## config.mk

```make
export PLATFORM = sky130hd
export DESIGN_NAME = ext_bus_seq
export DESIGN_NICKNAME = d
export VERILOG_FILES = /design/src/rtl/ext_bus_seq_pkg.sv /design/src/rtl/ext_bus_seq_sfr.sv /design/src/rtl/ext_bus_seq_slot.sv /design/src/rtl/ext_bus_seq_drv.sv /design/src/rtl/ext_bus_seq.sv
export SDC_FILE = /design/constraint.sdc
export NUM_CORES = 1
export LEC_CHECK = 0
export BUFFER_PORTS_ARGS = -buffer_cell sky130_fd_sc_hd__buf_2
export CORE_MARGIN = 2
export CORE_UTILIZATION = 45
export DETAILED_ROUTE_END_ITERATION = 16
export HOLD_SLACK_MARGIN = 0.05
export PLACE_DENSITY = 0.73
export SLEW_MARGIN = 20
export SYNTH_ARGS = -nofsm -noshare
export SYNTH_HDL_FRONTEND = slang
export SYNTH_SLANG_ARGS = --single-unit
```

## constraint.sdc

```tcl
create_clock -name clk -period 1.95 [get_ports clk]
set_input_delay 0.39 -clock clk [delete_from_list [all_inputs] [get_ports clk]]
set_output_delay 0.39 -clock clk [all_outputs]
set_load 0.005 [all_outputs]
```

## src/rtl/ext_bus_seq_pkg.sv

```systemverilog
package ext_bus_seq_pkg;

  typedef enum logic [1:0] {
    SLOT_IDLE = 2'd0,
    SLOT_CODE = 2'd1,
    SLOT_RD   = 2'd2,
    SLOT_WR   = 2'd3
  } slot_e;

  function automatic logic slot_is_data(slot_e k);
    return (k == SLOT_RD) || (k == SLOT_WR);
  endfunction

endpackage

```

## src/rtl/ext_bus_seq_sfr.sv

```systemverilog
module ext_bus_seq_sfr #(
  parameter int          SFR_AW   = 8,
  parameter int          DATA_W   = 8,
  parameter logic [7:0]  AUX_ADDR = 8'h8E,
  parameter logic [7:0]  P2_ADDR  = 8'hA0
) (
  input  logic              clk,
  input  logic              rst_n,
  input  logic              sfr_wr,
  input  logic [SFR_AW-1:0] sfr_addr,
  input  logic [DATA_W-1:0] sfr_wdata,
  output logic              ale_off,
  output logic [DATA_W-1:0] p2_reg
);

  localparam logic [SFR_AW-1:0] AUX_A = SFR_AW'(AUX_ADDR);
  localparam logic [SFR_AW-1:0] P2_A  = SFR_AW'(P2_ADDR);

  logic hit_aux, hit_p2;
  assign hit_aux = sfr_wr && (sfr_addr == AUX_A);
  assign hit_p2  = sfr_wr && (sfr_addr == P2_A);

  always_ff @(posedge clk or negedge rst_n) begin
    if (!rst_n) begin
      ale_off <= 1'b0;
      p2_reg  <= '1;
    end else begin
      if (hit_aux) ale_off <= sfr_wdata[0];
      if (hit_p2)  p2_reg  <= sfr_wdata;
    end
  end


  aux_load_chk: assert property (@(posedge clk) disable iff (!rst_n)
    (sfr_wr && sfr_addr == AUX_A) |=> (ale_off == $past(sfr_wdata[0])));


  other_addr_chk: assert property (@(posedge clk) disable iff (!rst_n)
    (sfr_wr && sfr_addr != AUX_A && sfr_addr != P2_A) |=> ($stable(ale_off) && $stable(p2_reg)));

endmodule

```

## src/rtl/ext_bus_seq_slot.sv

```systemverilog
module ext_bus_seq_slot
  import ext_bus_seq_pkg::*;
#(
  parameter int ADDR_W    = 16,
  parameter int DATA_W    = 8,
  parameter int FETCH_LEN = 6,
  parameter int DATA_LEN  = 12,
  parameter int TW        = $clog2(DATA_LEN)
) (
  input  logic              clk,
  input  logic              rst_n,
  input  logic              req_valid,
  input  logic              req_is_code,
  input  logic              req_is_write,
  input  logic              req_use8,
  input  logic [ADDR_W-1:0] req_addr,
  input  logic [DATA_W-1:0] req_wdata,
  output logic              req_ready,
  output slot_e             kind,
  output logic [TW-1:0]     tick,
  output logic              slot_last,
  output logic              use8,
  output logic [ADDR_W-1:0] addr,
  output logic [DATA_W-1:0] wdata
);

  localparam logic [TW-1:0] LAST_HALF = TW'(FETCH_LEN - 1);
  localparam logic [TW-1:0] LAST_FULL = TW'(DATA_LEN - 1);

  logic [TW-1:0] last_tick;
  slot_e         next_kind;

  assign last_tick = slot_is_data(kind) ? LAST_FULL : LAST_HALF;
  assign slot_last = (tick == last_tick);
  assign req_ready = slot_last;

  always_comb begin
    if (req_is_code)       next_kind = SLOT_CODE;
    else if (req_is_write) next_kind = SLOT_WR;
    else                   next_kind = SLOT_RD;
  end

  always_ff @(posedge clk or negedge rst_n) begin
    if (!rst_n) begin
      kind  <= SLOT_IDLE;
      tick  <= LAST_HALF;
      use8  <= 1'b0;
      addr  <= '0;
      wdata <= '0;
    end else if (slot_last) begin
      tick <= '0;
      if (req_valid) begin
        kind  <= next_kind;
        use8  <= req_use8 & ~req_is_code;
        addr  <= req_addr;
        wdata <= req_wdata;
      end else begin
        kind <= SLOT_IDLE;
      end
    end else begin
      tick <= tick + 1'b1;
    end
  end


  slot_boundary_chk: assert property (@(posedge clk) disable iff (!rst_n)
    (kind != $past(kind)) |-> $past(slot_last));


  accept_start_chk: assert property (@(posedge clk) disable iff (!rst_n)
    (req_valid && req_ready) |=> (tick == '0 && kind != SLOT_IDLE));

endmodule

```

## src/rtl/ext_bus_seq_drv.sv

```systemverilog
module ext_bus_seq_drv
  import ext_bus_seq_pkg::*;
#(
  parameter int ADDR_W     = 16,
  parameter int DATA_W     = 8,
  parameter int TW         = 4,
  parameter int ALE_W      = 2,
  parameter int ADDR_HOLD  = 1,
  parameter int CODE_STB   = 3,
  parameter int DATA_SETUP = 1,
  parameter int DATA_STB   = 6,
  parameter int DATA_HOLD  = 1
) (
  input  logic              clk,
  input  logic              rst_n,
  input  slot_e             kind,
  input  logic [TW-1:0]     tick,
  input  logic              slot_last,
  input  logic              use8,
  input  logic [ADDR_W-1:0] addr,
  input  logic [DATA_W-1:0] wdata,
  input  logic              ale_off,
  input  logic [DATA_W-1:0] p2_reg,
  input  logic [DATA_W-1:0] p0_in,
  output logic              ale,
  output logic              psen_n,
  output logic              rd_n,
  output logic              wr_n,
  output logic [DATA_W-1:0] p0_out,
  output logic              p0_oe,
  output logic [DATA_W-1:0] p2_out,
  output logic              rsp_valid,
  output logic [DATA_W-1:0] rsp_rdata
);

  localparam int ADDR_END_I = ALE_W + ADDR_HOLD;
  localparam int DSTB_LO_I  = ADDR_END_I + DATA_SETUP;
  localparam int DSTB_HI_I  = DSTB_LO_I + DATA_STB - 1;

  localparam logic [TW-1:0] T_ALE_END  = TW'(ALE_W);
  localparam logic [TW-1:0] T_ADDR_END = TW'(ADDR_END_I);
  localparam logic [TW-1:0] T_CSTB_HI  = TW'(ADDR_END_I + CODE_STB - 1);
  localparam logic [TW-1:0] T_DSTB_LO  = TW'(DSTB_LO_I);
  localparam logic [TW-1:0] T_DSTB_HI  = TW'(DSTB_HI_I);
  localparam logic [TW-1:0] T_WDAT_HI  = TW'(DSTB_HI_I + DATA_HOLD);
  localparam int            RUN_W      = TW + 1;

  logic is_data, in_ale, in_addr, in_cstb, in_dstb, in_wdat, sample;

  assign is_data = slot_is_data(kind);
  assign in_ale  = (tick < T_ALE_END);
  assign in_addr = (tick < T_ADDR_END);
  assign in_cstb = (tick >= T_ADDR_END) && (tick <= T_CSTB_HI);
  assign in_dstb = (tick >= T_DSTB_LO) && (tick <= T_DSTB_HI);
  assign in_wdat = (tick >= T_ADDR_END) && (tick <= T_WDAT_HI);

  // Latch strobe: data slots always pulse; other slots pulse unless held high.
  assign ale = is_data ? in_ale : (ale_off | in_ale);

  assign psen_n = !((kind == SLOT_CODE) && in_cstb);
  assign rd_n   = !((kind == SLOT_RD) && in_dstb);
  assign wr_n   = !((kind == SLOT_WR) && in_dstb);

  assign p0_oe  = ((kind != SLOT_IDLE) && in_addr) || ((kind == SLOT_WR) && in_wdat);
  assign p0_out = in_addr ? addr[DATA_W-1:0] : wdata;

  assign p2_out = ((kind == SLOT_IDLE) || (is_data && use8)) ? p2_reg
                                                             : addr[ADDR_W-1 -: DATA_W];

  assign sample = ((kind == SLOT_CODE) && (tick == T_CSTB_HI)) ||
                  ((kind == SLOT_RD)   && (tick == T_DSTB_HI));

  always_ff @(posedge clk or negedge rst_n) begin
    if (!rst_n) begin
      rsp_valid <= 1'b0;
      rsp_rdata <= '0;
    end else begin
      rsp_valid <= slot_last && (kind != SLOT_IDLE);
      if (sample) rsp_rdata <= p0_in;
    end
  end

  // Strobe run-length tracking for the width checks.
  logic [RUN_W-1:0] rd_run, wr_run;
  always_ff @(posedge clk or negedge rst_n) begin
    if (!rst_n) begin
      rd_run <= '0;
      wr_run <= '0;
    end else begin
      rd_run <= rd_n ? '0 : rd_run + 1'b1;
      wr_run <= wr_n ? '0 : wr_run + 1'b1;
    end
  end


  strobe_excl_chk: assert property (@(posedge clk) disable iff (!rst_n)
    $countones({~psen_n, ~rd_n, ~wr_n}) <= 1);


  rd_width_chk: assert property (@(posedge clk) disable iff (!rst_n)
    $rose(rd_n) |-> (rd_run == RUN_W'(DATA_STB)));


  wr_width_chk: assert property (@(posedge clk) disable iff (!rst_n)
    $rose(wr_n) |-> (wr_run == RUN_W'(DATA_STB)));


  rd_release_chk: assert property (@(posedge clk) disable iff (!rst_n)
    !rd_n |-> !p0_oe);


  wr_drive_chk: assert property (@(posedge clk) disable iff (!rst_n)
    !wr_n |-> (p0_oe && p0_out == wdata));


  rsp_pulse_chk: assert property (@(posedge clk) disable iff (!rst_n)
    rsp_valid |=> !rsp_valid);


  p2_hold_chk: assert property (@(posedge clk) disable iff (!rst_n)
    (is_data && tick != '0) |-> $stable(p2_out));

endmodule

```

## src/rtl/ext_bus_seq.sv

```systemverilog
module ext_bus_seq
  import ext_bus_seq_pkg::*;
#(
  parameter int         ADDR_W     = 16,
  parameter int         DATA_W     = 8,
  parameter int         SFR_AW     = 8,
  parameter int         ALE_W      = 2,
  parameter int         ADDR_HOLD  = 1,
  parameter int         CODE_STB   = 3,
  parameter int         DATA_SETUP = 1,
  parameter int         DATA_STB   = 6,
  parameter int         DATA_HOLD  = 1,
  parameter logic [7:0] AUX_ADDR   = 8'h8E,
  parameter logic [7:0] P2_ADDR    = 8'hA0
) (
  input  logic              clk,
  input  logic              rst_n,
  input  logic              req_valid,
  output logic              req_ready,
  input  logic              req_is_code,
  input  logic              req_is_write,
  input  logic              req_use8,
  input  logic [ADDR_W-1:0] req_addr,
  input  logic [DATA_W-1:0] req_wdata,
  output logic              rsp_valid,
  output logic [DATA_W-1:0] rsp_rdata,
  input  logic              sfr_wr,
  input  logic [SFR_AW-1:0] sfr_addr,
  input  logic [DATA_W-1:0] sfr_wdata,
  output logic              ale,
  output logic              psen_n,
  output logic              rd_n,
  output logic              wr_n,
  output logic [DATA_W-1:0] p0_out,
  output logic              p0_oe,
  input  logic [DATA_W-1:0] p0_in,
  output logic [DATA_W-1:0] p2_out
);

  localparam int FETCH_LEN = ALE_W + ADDR_HOLD + CODE_STB;
  localparam int DATA_LEN  = 2 * FETCH_LEN;
  localparam int TW        = $clog2(DATA_LEN);

  initial begin
    if (ALE_W + ADDR_HOLD + DATA_SETUP + DATA_STB + DATA_HOLD >= DATA_LEN)
      $error("data strobe window does not fit in a machine cycle");
  end

  slot_e             kind;
  logic [TW-1:0]     tick;
  logic              slot_last, use8, ale_off;
  logic [ADDR_W-1:0] addr;
  logic [DATA_W-1:0] wdata, p2_reg;

  ext_bus_seq_sfr #(
    .SFR_AW(SFR_AW), .DATA_W(DATA_W), .AUX_ADDR(AUX_ADDR), .P2_ADDR(P2_ADDR)
  ) u_sfr (
    .clk(clk), .rst_n(rst_n), .sfr_wr(sfr_wr), .sfr_addr(sfr_addr),
    .sfr_wdata(sfr_wdata), .ale_off(ale_off), .p2_reg(p2_reg)
  );

  ext_bus_seq_slot #(
    .ADDR_W(ADDR_W), .DATA_W(DATA_W), .FETCH_LEN(FETCH_LEN),
    .DATA_LEN(DATA_LEN), .TW(TW)
  ) u_slot (
    .clk(clk), .rst_n(rst_n), .req_valid(req_valid), .req_is_code(req_is_code),
    .req_is_write(req_is_write), .req_use8(req_use8), .req_addr(req_addr),
    .req_wdata(req_wdata), .req_ready(req_ready), .kind(kind), .tick(tick),
    .slot_last(slot_last), .use8(use8), .addr(addr), .wdata(wdata)
  );

  ext_bus_seq_drv #(
    .ADDR_W(ADDR_W), .DATA_W(DATA_W), .TW(TW), .ALE_W(ALE_W),
    .ADDR_HOLD(ADDR_HOLD), .CODE_STB(CODE_STB), .DATA_SETUP(DATA_SETUP),
    .DATA_STB(DATA_STB), .DATA_HOLD(DATA_HOLD)
  ) u_drv (
    .clk(clk), .rst_n(rst_n), .kind(kind), .tick(tick), .slot_last(slot_last),
    .use8(use8), .addr(addr), .wdata(wdata), .ale_off(ale_off), .p2_reg(p2_reg),
    .p0_in(p0_in), .ale(ale), .psen_n(psen_n), .rd_n(rd_n), .wr_n(wr_n),
    .p0_out(p0_out), .p0_oe(p0_oe), .p2_out(p2_out), .rsp_valid(rsp_valid),
    .rsp_rdata(rsp_rdata)
  );

endmodule

```

==> qor.txt <==
OUTCOME
------------------------------------------------------------------------------------------
Run status                                                                    complete, but fails checks
Violated checks                                                               setup timing

SYNTH
------------------------------------------------------------------------------------------
Top post-synthesis cells by count                                             sky130_fd_sc_hd__dfrtp_1 (39), sky130_fd_sc_hd__mux2_2 (39), sky130_fd_sc_hd__mux2_4 (19)
Primary FF master, synth                                                      sky130_fd_sc_hd__dfrtp_1
Cell count after synthesis                                                             168
Synthesized area per cell                                                         14.4 µm²
Library cell with the largest summed area after synthesis                     sky130_fd_sc_hd__dfrtp_1
Netlist area before placement                                                     2420 µm²
Async set-or-reset flop fraction in the synthesized netlist                           100%
Number of flops mapped to enable cells by yosys                                          0
Syn Nets                                                                               226
Yosys warning total                                                                      0
Sequential element share of the synthesized area                                     51.3%
Register bit total from synthesis                                                       49
Synth cell types                                                                        37
Synth top area share                                                                 40.4%
Cell types with the largest area share after synthesis                        sky130_fd_sc_hd__dfrtp_1 (40%), sky130_fd_sc_hd__mux2_2 (18%), sky130_fd_sc_hd__mux2_4 (12%)

STA
------------------------------------------------------------------------------------------
Transition at the pin with the smallest max-transition slack                      0.378 ns
Clock period minus final worst setup slack                                         2.05 ns
RSZ-0062 raised after global routing                                                  true
Fmax                                                                               488 MHz
Setup WS post-layout                                                            -0.0993 ns
Final hold violation count                                                               0
Final sum of negative setup slack                                                -0.842 ns
Setup-violating endpoint count in the final report                                      10
Worst slew margin relative to its limit                                              74.8%
Number of pins with negative max-slew slack in the final report                          0
Setup skew after layout                                                         0.00430 ns
Crit share post-route                                                                 105%

FLOORPLAN
------------------------------------------------------------------------------------------
Chip width                                                                         77.3 µm
Die Y                                                                              77.3 µm
Total I/O pin count                                                                     86
Die area                                                                          5970 µm²
Area of the core                                                                  5140 µm²
Row count                                                                               26
Initial cell density of the core                                                     47.0%

FINISH
------------------------------------------------------------------------------------------
Total number of nets in the final design                                               337
Final-layout fill cell count                                                           395
Area of all placed cells without fillers                                          3440 µm²
Register with the most flip-flops                                              u_slot.addr
Share of final-layout standard cells stronger than drive strength 1                  72.5%
Flip-flop count of the largest register, all copies and words added                     16
Post-synthesis to final-layout area growth                                           42.3%
Diode insertion count for antenna repair                                                 0

CRITICAL PATH
------------------------------------------------------------------------------------------
Startpoint type of the worst setup path                                          flip-flop
Critical path class                                                             reg -> out
Worst-path fanout max                                                                    8
Cell with the largest stage delay on the worst path                           sky130_fd_sc_hd__dfstp_2
Data arrival time at the worst-slack endpoint                                      1.66 ns
Critical path data required time                                                   1.56 ns
Max incr delay on CP                                                               0.58 ns
Total buffers and inverters traversed by the critical path                               2
Kind of end point of the critical path                                          output pin
CP top delay family                                                             flip-flops
Ordered list of cells on the worst path                                       ha_4, nor3_4, buf_12, mux2_4, buf_6

CLOCKING
------------------------------------------------------------------------------------------
H-Tree Level Count                                                                       2
Clk Tree Root Cell                                                            sky130_fd_sc_hd__clkbuf_8
Clock edge transition at the registers on the reported setup and hold paths        0.08 ns
Maximum buffer depth of the clock tree                                                   2
Clock Latency Late Sink                                                            0.29 ns
Clock tree from TritonCTS                                                              yes
Number of clock sinks                                                                   49
Cts bufs inserted                                                                        5

DETAILED ROUTING
------------------------------------------------------------------------------------------
Total routed wirelength                                                            5450 µm
Routed Antenna Nets                                                                      0
Total number of vias                                                                  1745
Iteration-0 DRC count of the detailed router                                            32
Drt via density                                                                       4.99
1st-pass router iterations                                                               4
Post-route DRC violation count                                                           0
DR WL/cell                                                                         15.6 µm

GRT
------------------------------------------------------------------------------------------
Grt total ovfl                                                                           0
Via count of the first global-routing pass                                            1814
Global-route wire length before repair                                             8660 µm
Total Routing Usage GR                                                               18.3%
Maximum number of pins on one net before global-route repair                            27
Antenna violations before repair                                                         0

PLACEMENT
------------------------------------------------------------------------------------------
Placement-stage worst setup slack                                               -0.0957 ns
Post-Place Cell Area                                                              2970 µm²
Port Buf Inserts                                                                        85
Placer's final routability congestion estimate                                       0.865
Estimated wirelength of the detail-placed design                                   3620 µm

POWER
------------------------------------------------------------------------------------------
Leak Pwr                                                                        0.00166 µW
Power density over the cells                                                   1540 nW/µm²
Worst supply voltage drop on vdd                                                    785 µV

JOB
------------------------------------------------------------------------------------------
Reported max-cap violation count                                                         0

MIN PATH
------------------------------------------------------------------------------------------
Hold/Removal Path Class                                                          in -> reg

==> worst paths after layout <==
kind / from / end / slack, ns / cells past startpoint
max reg2reg: u_slot.tick[2] / u_slot.addr[2] / 0.10 / 4
max in group asynchronous: rst_n / u_slot.tick[0] / 0.92 / 3
min in group asynchronous: rst_n / u_slot.wdata[3] / 0.48 / 2
max: u_slot.tick[0] / p0_out[6] / -0.1 / 5
min reg2reg: u_drv.rsp_rdata[1] / u_drv.rsp_rdata[1] / 0.51 / 1
min: p0_in[7] / u_drv.rsp_rdata[7] / 0.33 / 2
==> area by class of cell <==
type / count / area (µm²) / area share (%)
inverter: 5 / 21.3 / 0.619
timing repair buffer: 111 / 783 / 22.8
multi-input combinational: 107 / 1220 / 35.6
tap: 70 / 87.6 / 2.55
clock buffer: 8 / 80.1 / 2.33
sequential: 49 / 1240 / 36.1
==> layout by cell type (no fill, tap or decap), types with 2 or more instances in the layout <==
master	n
sky130_fd_sc_hd__a21oi_2	2
sky130_fd_sc_hd__ha_4	3
sky130_fd_sc_hd__and4bb_2	2
sky130_fd_sc_hd__clkbuf_1	3
sky130_fd_sc_hd__nor2_1	4
sky130_fd_sc_hd__inv_1	2
sky130_fd_sc_hd__dfrtp_2	2
sky130_fd_sc_hd__mux2_4	35
sky130_fd_sc_hd__and4b_1	2
sky130_fd_sc_hd__clkbuf_8	5
sky130_fd_sc_hd__nand2b_1	5
sky130_fd_sc_hd__o21ai_2	2
sky130_fd_sc_hd__buf_12	3
sky130_fd_sc_hd__dfstp_2	10
sky130_fd_sc_hd__buf_4	16
sky130_fd_sc_hd__buf_6	22
sky130_fd_sc_hd__buf_2	69
sky130_fd_sc_hd__o21ai_0	2
sky130_fd_sc_hd__inv_2	2
sky130_fd_sc_hd__dfrtp_1	37
sky130_fd_sc_hd__nand3_1	2
sky130_fd_sc_hd__mux2_2	23
sky130_fd_sc_hd__nand2_1	2
==> kinds of logic (layout without fill, tap and decap cells) <==
| kind of cell | Yosys count | count (layout) | synth area share, % |
|---|---|---|---|
| mux | 58 | 58 | 30.0 |
| flops | 49 | 49 | 51.3 |
| simple gates | 30 | 30 | 8.23 |
| compound gates | 14 | 14 | 4.40 |
| buf+inv | 12 | 124 | 3.83 |
| fa+ha+maj | 3 | 3 | 1.55 |
| xor+xnor | 2 | 2 | 0.725 |
==> repair_timing <==
item	CTS	global route
pin swaps	7	7
buffers inserted	8	6
setup endpoints to repair	21	46
endpoints found under the hold margin	6	0
hold buffers	1	0
resized for setup	42	20
cloned	0	0
==> where the power goes <==
| part | internal (µW) | switching [µW] |
|---|---|---|
| logic | 1940 | 1060 |
| registers | 1450 | 294 |
| clock network | 255 | 304 |
==> metal layers <==
| layer | part of all wire (%) | up-vias | track usage [%] | routed length, µm |
|---|---|---|---|---|
| met5 | 0 | - | 0 | 0 |
| met4 | 0.77 | 0 | 5.36 | 42 |
| met3 | 5.2 | 6 | 4.94 | 284 |
| met2 | 51 | 61 | 30.6 | 2790 |
| met1 | 43 | 856 | 23.3 | 2330 |
| li1 | - | 822 | - | - |
==> metrics by stage <==
step                      power (µW)  hold WS [ns]  cells  utilization, %
final                           5310         0.327    350            66.9
after global routing            5630         0.310    350            66.9
after CTS                       4940         0.319    345            64.3
after detailed placement        3840         0.250    328            57.8
after global placement          3780         0.246    328            57.8
after floorplan                 3090        0.0944    168               -
No activity file was read; power rests on OpenSTA's default activity.
